[src/rtl/bcp_pkg.sv]
package bcp_pkg;

   localparam int NUM_DOM   = 4;
   localparam int DOM_CPU   = 0;
   localparam int DOM_HSB   = 1;
   localparam int DOM_PBA   = 2;
   localparam int DOM_PBB   = 3;

   localparam int REG_W     = 32;
   localparam int FIELD_W   = 8;
   localparam int DIVEN_POS = 7;

   localparam int ADDR_MAIN      = 0;
   localparam int ADDR_CKSEL     = 1;
   localparam int ADDR_MASK_BASE = 2;

   // divide exponent of one domain: 0 when undivided, S+1 when divided
   function automatic int unsigned dom_exp(input logic [REG_W-1:0] v,
                                           input int d,
                                           input int sel_w);
      logic [FIELD_W-1:0] f;
      int unsigned        s;
      f = v[d*FIELD_W +: FIELD_W];
      s = 0;
      for (int b = 0; b < sel_w; b++) begin
         if (f[b]) s = s + (32'd1 << b);
      end
      return f[DIVEN_POS] ? s + 1 : 0;
   endfunction

   // parent domains must never be slower than their children
   function automatic logic order_ok(input logic [REG_W-1:0] v,
                                     input int sel_w);
      int unsigned e_cpu, e_hsb, e_pba, e_pbb;
      e_cpu = dom_exp(v, DOM_CPU, sel_w);
      e_hsb = dom_exp(v, DOM_HSB, sel_w);
      e_pba = dom_exp(v, DOM_PBA, sel_w);
      e_pbb = dom_exp(v, DOM_PBB, sel_w);
      return (e_cpu <= e_hsb) && (e_hsb <= e_pba) && (e_hsb <= e_pbb);
   endfunction

endpackage

[src/rtl/bcp_regs.sv]
module bcp_regs #(
   parameter int SEL_W  = 3,
   parameter int MOD_W  = 32,
   parameter int ADDR_W = 3
) (
   input  logic                                  clk,
   input  logic                                  rst_n,
   input  logic                                  wr_en,
   input  logic [ADDR_W-1:0]                     wr_addr,
   input  logic [bcp_pkg::REG_W-1:0]             wr_data,
   output logic                                  main_sel,
   output logic [bcp_pkg::REG_W-1:0]             clksel,
   output logic                                  sel_err,
   output logic [bcp_pkg::NUM_DOM*MOD_W-1:0]     mask_flat
);
   import bcp_pkg::*;

   logic hit_main, hit_cksel, cksel_ok;

   assign hit_main  = wr_en && (wr_addr == ADDR_W'(ADDR_MAIN));
   assign hit_cksel = wr_en && (wr_addr == ADDR_W'(ADDR_CKSEL));
   assign cksel_ok  = order_ok(wr_data, SEL_W);

   always_ff @(posedge clk or negedge rst_n) begin
      if (!rst_n) begin
         main_sel <= 1'b0;
      end else if (hit_main) begin
         main_sel <= wr_data[0];
      end
   end

   always_ff @(posedge clk or negedge rst_n) begin
      if (!rst_n) begin
         clksel  <= '0;
         sel_err <= 1'b0;
      end else if (hit_cksel) begin
         if (cksel_ok) begin
            clksel  <= wr_data;
            sel_err <= 1'b0;
         end else begin
            sel_err <= 1'b1;
         end
      end
   end

   for (genvar d = 0; d < NUM_DOM; d++) begin : g_mask
      logic hit_mask;
      assign hit_mask = wr_en && (wr_addr == ADDR_W'(ADDR_MASK_BASE + d));
      always_ff @(posedge clk or negedge rst_n) begin
         if (!rst_n) begin
            mask_flat[d*MOD_W +: MOD_W] <= '1;
         end else if (hit_mask) begin
            mask_flat[d*MOD_W +: MOD_W] <= wr_data[MOD_W-1:0];
         end
      end
   end

endmodule

[src/rtl/bcp_divider.sv]
module bcp_divider #(
   parameter int SEL_W = 3
) (
   input  logic                            clk,
   input  logic                            rst_n,
   input  logic                            tick,
   input  logic [bcp_pkg::REG_W-1:0]       cfg,
   output logic [bcp_pkg::NUM_DOM-1:0]     dom_ce
);
   import bcp_pkg::*;

   localparam int CNT_W = 1 << SEL_W;
   localparam int EXP_W = SEL_W + 1;

   logic [CNT_W-1:0] cnt;
   logic             wrap;

   assign wrap = tick && (cnt == '1);

   always_ff @(posedge clk or negedge rst_n) begin
      if (!rst_n) begin
         cnt <= '0;
      end else if (tick) begin
         cnt <= cnt + CNT_W'(1);
      end
   end

   for (genvar d = 0; d < NUM_DOM; d++) begin : g_dom
      logic [EXP_W-1:0] act_exp;
      logic [CNT_W:0]   one_sh;
      logic [CNT_W-1:0] low_m;

      // new settings are latched on the last tick before the counter wraps
      always_ff @(posedge clk or negedge rst_n) begin
         if (!rst_n) begin
            act_exp <= '0;
         end else if (wrap) begin
            act_exp <= EXP_W'(dom_exp(cfg, d, SEL_W));
         end
      end

      assign one_sh    = (CNT_W+1)'(1) << act_exp;
      assign low_m     = one_sh[CNT_W-1:0] - CNT_W'(1);
      assign dom_ce[d] = tick && ((cnt & low_m) == '0);
   end

endmodule

[src/rtl/bcp_gate.sv]
module bcp_gate #(
   parameter int MOD_W = 32
) (
   input  logic             clk,
   input  logic             rst_n,
   input  logic             ce,
   input  logic [MOD_W-1:0] mask,
   output logic [MOD_W-1:0] mod_ce
);
   logic [MOD_W-1:0] mask_q;

   always_ff @(posedge clk or negedge rst_n) begin
      if (!rst_n) begin
         mask_q <= '1;
      end else if (ce) begin
         mask_q <= mask;
      end
   end

   assign mod_ce = {MOD_W{ce}} & mask_q;

endmodule

[src/rtl/bus_clk_prescaler.sv]
module bus_clk_prescaler #(
   parameter int SEL_W  = 3,
   parameter int MOD_W  = 32,
   parameter int ADDR_W = 3
) (
   input  logic                              clk,
   input  logic                              rst_n,
   input  logic                              osc_tick,
   input  logic                              pll_tick,
   input  logic                              wr_en,
   input  logic [ADDR_W-1:0]                 wr_addr,
   input  logic [31:0]                       wr_data,
   output logic                              main_sel,
   output logic [31:0]                       clksel,
   output logic                              sel_err,
   output logic [3:0]                        dom_ce,
   output logic [4*MOD_W-1:0]                mod_ce
);
   import bcp_pkg::*;

   if (SEL_W < 1 || SEL_W > 4) begin : g_bad_sel
      $error("SEL_W must lie in 1..4");
   end
   if (MOD_W < 1 || MOD_W > REG_W) begin : g_bad_mod
      $error("MOD_W must lie in 1..32");
   end
   if ((1 << ADDR_W) < ADDR_MASK_BASE + NUM_DOM) begin : g_bad_addr
      $error("ADDR_W too narrow for the register map");
   end

   logic                       main_tick;
   logic [NUM_DOM*MOD_W-1:0]   mask_flat;

   assign main_tick = main_sel ? pll_tick : osc_tick;

   bcp_regs #(.SEL_W(SEL_W), .MOD_W(MOD_W), .ADDR_W(ADDR_W)) u_regs (
      .clk       (clk),
      .rst_n     (rst_n),
      .wr_en     (wr_en),
      .wr_addr   (wr_addr),
      .wr_data   (wr_data),
      .main_sel  (main_sel),
      .clksel    (clksel),
      .sel_err   (sel_err),
      .mask_flat (mask_flat)
   );

   bcp_divider #(.SEL_W(SEL_W)) u_div (
      .clk    (clk),
      .rst_n  (rst_n),
      .tick   (main_tick),
      .cfg    (clksel),
      .dom_ce (dom_ce)
   );

   for (genvar d = 0; d < NUM_DOM; d++) begin : g_gate
      bcp_gate #(.MOD_W(MOD_W)) u_gate (
         .clk    (clk),
         .rst_n  (rst_n),
         .ce     (dom_ce[d]),
         .mask   (mask_flat[d*MOD_W +: MOD_W]),
         .mod_ce (mod_ce[d*MOD_W +: MOD_W])
      );
   end

endmodule

[config.mk]
export PLATFORM = sky130hd
export DESIGN_NAME = bus_clk_prescaler
export DESIGN_NICKNAME = d
export VERILOG_FILES = /design/src/rtl/bcp_pkg.sv /design/src/rtl/bcp_regs.sv /design/src/rtl/bcp_divider.sv /design/src/rtl/bcp_gate.sv /design/src/rtl/bus_clk_prescaler.sv
export SDC_FILE = /design/constraint.sdc
export NUM_CORES = 1
export LEC_CHECK = 0
export BUFFER_PORTS_ARGS = -buffer_cell sky130_fd_sc_hd__buf_2
export CORE_ASPECT_RATIO = 1.25
export CORE_UTILIZATION = 58
export DETAILED_ROUTE_END_ITERATION = 10
export GPL_TIMING_DRIVEN = 0
export MAX_ROUTING_LAYER = met4
export PLACE_DENSITY = 0.82
export SLEW_MARGIN = 15
export SYNTH_ARGS = -nofsm -noshare
export SYNTH_HDL_FRONTEND = slang
export SYNTH_SLANG_ARGS = --single-unit
[constraint.sdc]
create_clock -name clk -period 3.35 [get_ports clk]
set_input_delay 0.8375 -clock clk [delete_from_list [all_inputs] [get_ports clk]]
set_output_delay 0.8375 -clock clk [all_outputs]
set_load 0.03 [all_outputs]
==> results of run 1 <==
==> state kept, by name (all words and copies together), names as in the netlist <==
signal / count
u_regs.main_sel: 1
u_regs.clksel: 32
u_regs.sel_err: 1
u_div.cnt: 8
u_div.g_dom.act_exp: 16
g_gate.u_gate.mask_q: 128
u_regs.mask_flat: 128
==> per-layer routing <==
metal	vias to the layer above	global-route usage (%)	share of wire, %
li1	4224	-	-
met1	5084	35.9	41
met2	287	46.3	52
met3	77	3.07	3.9
met4	0	8.64	3.2
met5	-	-	0
==> layout make-up <==
type	count	area, sq um	area share (%)
sequential	314	8190	43.0
multi-input combinational	668	6450	33.9
timing repair buffer	266	2480	13.0
clock buffer	45	898	4.71
buffer	53	454	2.38
tap	330	413	2.17
clock inverter	11	138	0.722
inverter	8	30.0	0.158
antenna	1	2.50	0.0131
==> cell usage after synthesis, drive strengths merged, types with 6 or more instances <==
library cell / n
a21oi: 18
and2: 130
buf: 55
clkbuf: 14
dfrtp: 58
dfstp: 256
ha: 25
inv: 8
mux2: 291
nand2: 50
nand2b: 12
nand3: 7
nand4: 10
nor2: 20
nor2b: 6
nor3: 6
o21a: 6
o21ai: 27
xor2: 14
==> kinds of logic (layout without fill, tap and decap cells) <==
kind of cell,after synthesis,count (layout),synth area share (%)
AOI/OAI and AO/OA,68,68,3.03
xor gates and xnor gates,18,18,1.08
adders and majority gates,25,25,2.15
buffers and inverters,77,383,3.18
DFF,314,314,56.2
muxes,291,291,23.8
other,0,1,0
and+or+nand+nor,264,266,10.5
==> power groups by stage <==
| stage | Clock (uW) | Sequential [uW] | Combinational, uW |
|---|---|---|---|
| 2_1_floorplan | 0 | 6420 | 2770 |
| 3_3_place_gp | 0 | 6220 | 4130 |
| 3_5_place_dp | 0 | 6300 | 4220 |
| 4_1_cts | 3580 | 6290 | 4910 |
| 5_1_grt | 3740 | 6520 | 5690 |
| 6_report | 3540 | 6390 | 5420 |
==> worst min-delay path by stage <==
stage	end
floorplan	u_div.cnt[7]
global placement	u_regs.clksel[5]
detailed placement	u_regs.clksel[19]
CTS	u_regs.clksel[6]
global route	u_regs.clksel[6]
finish	u_regs.clksel[11]
==> worst max-delay path, cell delays in order, from the launching register on <==
cell and delay (ps):
dfrtp_2 450, nor3_4 190, nand2b_1 140, ha_4 210, or4b_4 530, a21oi_2 130
o21ai_1 70, and4_4 260, buf_12 150, buf_12 120, and2_4 140, buf_6 130
==> metrics by stage <==
step / hold slack [ps] / instances / setup TNS (ps)
floorplan: 515 / 1057 / 0
detailed placement: 475 / 1592 / -52660
global placement: 465 / 1590 / -837380
finish: 306 / 1696 / -59420
global route: 364 / 1696 / -72490
CTS: 336 / 1676 / -61670
==> timing repair <==
item                                   4_1_cts  5_1_grt
gates resized for setup                    295      243
pin swaps                                   45       92
setup buffers                               34       22
gates cloned                                 7        4
endpoints found under the hold margin        0        0
setup endpoints to repair                  132      140
==> reports/results.ini, run 1 <==
[finish]
drive_gt1_share_pct=75.6
nFillCells=1398
finalInstanceArea_sq_um=19100
nNetsFinal=1406
layout_common_cells=256 x dfstp_2, 205 x mux2_2, 150 x buf_6
final_common_cell=dfstp_2
syn_to_final_growth_pct=31.0
final_core_util_pct=77.5

[sta]
setup_viol=132
period_needed_ps=3920
fin_ws_ps=-565
drv_slew=0
tightestPinTransition_ps=902
slew-limit-headroom_pct=39.9
rsz0062_at_grt=true
max_freq_ghz=0.255
period_share_pct=117
clock_skew_ps=14.1
hold_viol=0

[critical_path]
timing.critical_path.from_type=flop
cp_max_fo=6
crit_start=u_div.g_dom[2].act_exp[2]
rr_worst_depth=12
rr_startpoint=u_div.g_dom[0].act_exp[2]
cp_data_arrival_time_ps=3080
required_ps=2510
rrSetupSlack_ps=370
endpoint=mod_ce[95]
r2r_end=g_gate[0].u_gate.mask_q[13]
criticalPathCategory=reg2out
worst_setup_path_end_kind=output port

[synth]
synthTopCellsByArea=dfstp_2 46%, mux2_2 16%, dfrtp_1 10%
ys.flop_type=dfstp_2
async_flop_share_pct=100
syn-num-nets=1122
ys_warn_count=0
synth.ff_latch_count=314
syn_avg_cell_area_sq_um=13.8
yosysTopAreaCell=dfstp_2
synthCells=1057
yosysSeqAreaShare_pct=56.2
synth-edff-count=0
synth_top_area_share_pct=46.2
synth_cell_type_count=48
syn-cell-area_sq_um=14500

[global_routing]
grt-ovfl-total=0
grt_pass1_wl_mm=53.0
grt_antenna_before_repair=1
grt_usage_pct=27.8
grt_pass1_vias=9572
grt_max_degree=112

[placed_design]
pre_cts_slack_ps=-538
io_buffers=203
placed_cell_area_sq_um=16000
routabilityCongestion=0.790
dp_hpwl_mm=22.0

[routing]
routedWlPerCell_microns=22.3
drt_iter0_drc=508
wl_mm=37.9
ant_nets=0
drc=0
avgViaCountPerCell=5.70
dr.pass1.iters=7
vias=9672

[job]
cap_violations=0

[floorplan]
die_h_microns=179
start_util_pct=59.2
pin_count=206
die-area_sq_um=25700
coreArea_sq_um=24600
core.rowCount=64
fp.dieW_microns=144

[power_and_ir_drop]
switching_power_uw=4930
netSwitchingFraction_pct=32.1
p_total_uw=15300
seq_power_share_pct=41.6
ir_worst_vdd_v=0.000605
leakage_uw=0.00844
p_clk_share_pct=23.0
p_per_area_nw_per_um2=805
internal_power_uw=10400
combPwrFrac_pct=35.3

[clocking]
cts.sinks=314
clk_pin_slew_ps=60
clk_path_buf_depth=3
postCtsHoldBufs=0
cts_buffers=30
cts.htree.levels=1
root_buffer=clkbuf_16
clk_latency_ps=550
cts_tree=done

[worst_hold_path]
hold_path_class=in2async

[run_status]
violations=setup timing
status=finished with violations

No activity file was read; power rests on OpenSTA's default activity.
==> run 2, diff against run 1 <==
- PLACE_DENSITY: 0.82 -> 0.81
- SKIP_LAST_GASP: not set -> 1
- SYNTH_HIERARCHICAL: not set -> 1
- clock period: 3.35 -> 3.8 ns (I/O delays scaled with it)
==> run 2 against run 1 <==
The flow still finishes with violations (setup timing). Setup slack gained 190 ps. Register-to-register slack gained 180 ps. Global-route usage grew 2.9 points. Die area grew 1.9%. Critical endpoint is now mod_ce[87]. Power shrank 9.7%. Largest power group unchanged.
==> reports/results.ini, run 2 <==
[run_status]
status=finished with violations
violations=setup timing

[sta]
slew-limit-headroom_pct=47.3
hold_viol=0
fin_ws_ps=-379
clock_skew_ps=31.6
max_freq_ghz=0.239
drv_slew=0
setup_viol=125
rsz0062_at_grt=true
period_needed_ps=4180
period_share_pct=110
tightestPinTransition_ps=791

[synth]
synth.most_common_cell=dfstp_2
synth.ff_latch_count=314
synthTopCellsByArea=dfstp_2 45%, mux2_4 14%, mux2_2 11%
yosysTopAreaCell=dfstp_2
synthCells=1021
ys_warn_count=6
yosysSeqAreaShare_pct=55.2
synth_cell_type_count=56
synth_top_area_share_pct=45.4
async_flop_share_pct=100
synth_top_cells_by_count=256 x dfstp_2, 151 x mux2_2, 139 x mux2_4, 132 x and2_1, 58 x dfrtp_1
syn_avg_cell_area_sq_um=14.5
synth-edff-count=0
ys.flop_type=dfstp_2
syn-cell-area_sq_um=14800
syn-num-nets=1083

[clocking]
clk_pin_slew_ps=60
cts.sinks=314
cts.htree.levels=1
clk_latency_ps=570
clk_path_buf_depth=3
root_buffer=clkbuf_16
cts_buffers=30
cts_tree=done
postCtsHoldBufs=0

[placed_design]
placed_cell_area_sq_um=16400
pre_cts_slack_ps=-376
routabilityCongestion=0.820
io_buffers=202
dp_hpwl_mm=23.0

[power_and_ir_drop]
p_per_area_nw_per_um2=709
ir_worst_vdd_v=0.000475
leakage_uw=0.00884

[global_routing]
grt_max_degree=108
grt_usage_pct=30.7
grt_pass1_wl_mm=60.0
use_met3_pct=5.35
grt_antenna_before_repair=2
grt_pass1_vias=10289
use_met2_pct=51.6
met1_usage_pct=36.8
grt-busiest-layer=met2
grt-ovfl-total=0

[finish]
drive_gt1_share_pct=79.2
nNetsFinal=1386
layout_common_cells=256 x dfstp_2, 151 x mux2_2, 142 x buf_6
final_common_cell=dfstp_2
syn_to_final_growth_pct=31.7
finalInstanceArea_sq_um=19500
top_regs=g_gate.u_gate/mask_q: 128 flops, u_regs/mask_flat: 128 flops, u_regs/clksel: 32 flops

[floorplan]
die-area_sq_um=26200
core.rowCount=65
pin_count=206
die_h_microns=181
start_util_pct=58.8
coreArea_sq_um=25200
fp.dieW_microns=145

[routing]
avgViaCountPerCell=5.62
drt_iter0_drc=556
dr.pass1.iters=5
wl_mm=38.6
ant_nets=0
drc=0
vias=9476
routedWlPerCell_microns=22.9

[critical_path]
required_ps=2850
timing.critical_path.from_type=flop
cp_max_fo=7
cp_data_arrival_time_ps=3230
rrSetupSlack_ps=550
criticalPathCategory=reg2out
worst_setup_path_end_kind=output port

[worst_hold_path]
hold_path_class=in2async

[job]
cap_violations=0

run 2: worst paths after layout:
check,cells after the start,endpoint,start
hold reg to reg,1,u_regs/clksel[3],u_regs/clksel[3]
setup reg to reg,13,g_gate[0].u_gate/mask_q[7],u_div/g_dom[0].act_exp[0]
min in group clk,1,u_regs/clksel[3],u_regs/clksel[3]
setup / recovery,11,mod_ce[87],u_div/g_dom[2].act_exp[3]
max in group asynchronous,3,g_gate[0].u_gate/mask_q[2],rst_n
hold / removal,1,u_regs/clksel[13],rst_n
run 2: report_power, final:
| group | switching, uW | internal [uW] |
|---|---|---|
| registers | 679 | 4900 |
| clock network | 1300 | 1860 |
| logic | 2410 | 2700 |
run 2: logic make-up after synthesis:
family	synth area share (%)
buffers and inverters	3.61
muxes	25.5
adders and majority gates	2.01
AOI/OAI and AO/OA	2.93
and+or+nand+nor	9.61
DFF	55.2
xor gates and xnor gates	1.12
run 2: final cells by class:
| type | count | area (sq um) |
|---|---|---|
| diodes | 2 | 5.00 |
| plain buffers | 50 | 519 |
| clock buffers | 41 | 822 |
| clock inverters | 15 | 219 |
| fillers | 1395 | 5690 |
| inverters | 6 | 22.5 |
| multi-input cells | 640 | 6600 |
| flip-flops and latches | 314 | 8190 |
| well taps | 335 | 419 |
| repair buffers | 282 | 2720 |
run 2: metrics by stage:
step / std cells / setup TNS [ps] / hold WS, ps / total power, uW / utilization (%)
final: 1685 / -29560 / 294 / 13900 / 77.4
after global routing: 1685 / -40880 / 314 / 14400 / 77.4
after CTS: 1684 / -31740 / 306 / 13800 / 77.7
after detailed placement: 1561 / -23110 / 490 / 9490 / 65.0
after global placement: 1558 / -707760 / 489 / 9330 / 64.7
after floorplan: 1021 / 0 / 507 / 8310 / -
run 2: timing repair:
item                       in CTS  in global routing
cloned                         11                  1
resized for setup             452                 44
pin swaps                      18                 15
setup buffers                  58                 18
setup endpoints to repair     131                129
run 2: metal layers:
metal	up-vias	share of wire [%]
met4	0	4.2
met1	4894	39
met3	113	5.4
met2	312	51
met5	-	0
li1	4157	-
run 2: critical path, cell delays in order, from the launching register on:
cell and delay, ps:
dfrtp_2 400, or4_4 560, ha_4 180, buf_6 120
xor2_2 160, a22o_1 230, nor3_4 300, buf_8 200
buf_6 120, buf_6 120, and2_4 150, buf_6 120
==> run 3, diff against run 2 <==
- GPL_ROUTABILITY_DRIVEN: not set -> 1
- PLACE_DENSITY: 0.81 -> not set
- PLACE_DENSITY_LB_ADDON: not set -> 0.2
==> run 3 against run 2 <==
The flow still finishes with violations (setup timing). Fmax is 2.0% higher. Global-route usage shrank 1.2 points. Via count fell by 1.2%. Combinational power decreased by 1%. Critical endpoint is now mod_ce[85]. Highest routed layer unchanged.
==> reports/results.ini, run 3 (same netlist as run 2, synthesis figures left out) <==
[run_status]
violations=setup timing
status=finished with violations

[finish]
top_regs=g_gate.u_gate/mask_q: 128 flops, u_regs/mask_flat: 128 flops, u_regs/clksel: 32 flops
drive_gt1_share_pct=78.0
final_common_cell=dfstp_2
layout_common_cells=256 x dfstp_2, 151 x mux2_2, 139 x mux2_4
syn_to_final_growth_pct=31.8
nNetsFinal=1393
final_core_util_pct=77.5

[global_routing]
use_met2_pct=48.6
grt-busiest-layer=met2
grt_pass1_vias=10006
grt-ovfl-total=0
met1_usage_pct=37.2
grt_pass1_wl_mm=57.9
grt_usage_pct=29.6
use_met3_pct=5.58
grt_max_degree=109
grt_antenna_before_repair=2

[clocking]
cts_tree=done
clk_path_buf_depth=3
postCtsHoldBufs=0
cts.htree.levels=2
cts_buffers=34
clk_latency_ps=500
cts.sinks=314
root_buffer=clkbuf_16
clk_pin_slew_ps=60

[placed_design]
routabilityCongestion=0.840
dp_hpwl_mm=22.9
io_buffers=202

[critical_path]
timing.critical_path.from_type=flop
slowest_stage=or4_4
cp_max_fo=5
worst_setup_path_end_kind=output port
cp_cell_sequence=or4_4, ha_4, and2_4, o2111ai_2, o2111ai_2, nor3_4, buf_6, buf_12, buf_8, and2_4, buf_6
cp_data_arrival_time_ps=3150
criticalPathCategory=reg2out
critPathMaxStageDelay_ps=560
required_ps=2850

[routing]
drt_iter0_drc=345
vias=9364
dr.pass1.iters=4
avgViaCountPerCell=5.53
wl_mm=37.7
drc=0
ant_nets=0
routedWlPerCell_microns=22.3

[floorplan]
die-area_sq_um=26200
coreArea_sq_um=25200
pin_count=206
die_h_microns=181
start_util_pct=58.8
fp.dieW_microns=145
core.rowCount=65

[sta]
drv_slew=0
period_share_pct=108
rsz0062_at_grt=true
max_freq_ghz=0.244
clock_skew_ps=15.6
holdWs_ps=403
hold_viol=0
fin_ws_ps=-296
slew-limit-headroom_pct=46.7
tightestPinTransition_ps=800
setup_viol=108
period_needed_ps=4100

[worst_hold_path]
hold_path_class=in2async

[power_and_ir_drop]
ir_worst_vdd_v=0.000517
leakage_uw=0.00888
p_per_area_nw_per_um2=714

[job]
cap_violations=0

run 3: changes by cell type in the layout (fill, tap and decap cells not counted), moves of 3 or more:
cell / change
clkbuf_1: +3
and2_1: +12
buf_6: -13
and2_4: -12
clkinv_2: -3
clkbuf_16: +7
buf_4: +17
run 3: worst paths after layout:
check,cells past startpoint,to,slack [ps],startpoint
setup / recovery,11,mod_ce[85],-300,u_div/g_dom[2].act_exp[3]
hold / removal,1,u_div/cnt[5],400,rst_n
setup reg to reg,14,g_gate[3].u_gate/mask_q[4],760,u_div/g_dom[3].act_exp[3]
hold reg to reg,1,u_regs/clksel[11],510,u_regs/clksel[11]
max in group asynchronous,3,g_gate[0].u_gate/mask_q[28],2270,rst_n
min in group clk,1,u_regs/clksel[11],510,u_regs/clksel[11]
run 3: routing by layer:
metal	wire length, microns	share of wire [%]
met5	0	0
met4	858	2.3
met3	1690	4.5
met2	19400	51
met1	15800	42
run 3: per-stage QoR:
| stage | instances | power [uW] | cell area (sq um) | setup WS [ps] | TNS, ps |
|---|---|---|---|---|---|
| floorplan | 1021 | 8310 | 14900 | 31.2 | 0 |
| global placement | 1558 | 9340 | 16300 | -3880 | -741590 |
| detailed placement | 1561 | 9470 | 16400 | -336 | -26180 |
| CTS | 1678 | 13800 | 19300 | -304 | -21240 |
| global route | 1693 | 14500 | 19500 | -395 | -29960 |
| finish | 1693 | 14000 | 19500 | -296 | -16390 |
run 3: cell type report:
type	instances	area, sq um
Timing Repair Buffer	283	2670
Buffer	52	537
Sequential cell	314	8190
Inverter	6	22.5
Clock buffer	52	1010
Fill cell	1471	5670
Clock inverter	9	133
Multi-Input combinational cell	640	6560
Antenna cell	2	5.00
Tap cell	335	419
run 3: critical path: cells and delay by family (launching register included):
| kind | cells | cell delay [ps] |
|---|---|---|
| compound gates | 2 | 330 |
| fa+ha+maj | 1 | 190 |
| buf+inv | 4 | 570 |
| flops | 1 | 410 |
| simple gates | 4 | 1160 |
run 3: where the power goes:
part | internal, uW | total (uW) | switching, uW | leakage (uW)
registers | 4900 | 5530 | 634 | 0.00343
logic | 2670 | 5040 | 2380 | 0.00489
clock network | 2050 | 3380 | 1330 | 0.000562
total | 9620 | 14000 | 4340 | 0.00888
run 3: what timing repair did:
item	4_1_cts	5_1_grt
buffers inserted	52	23
gates cloned	9	3
setup endpoints to repair	130	129
pin swaps	17	13
gates resized for setup	394	74
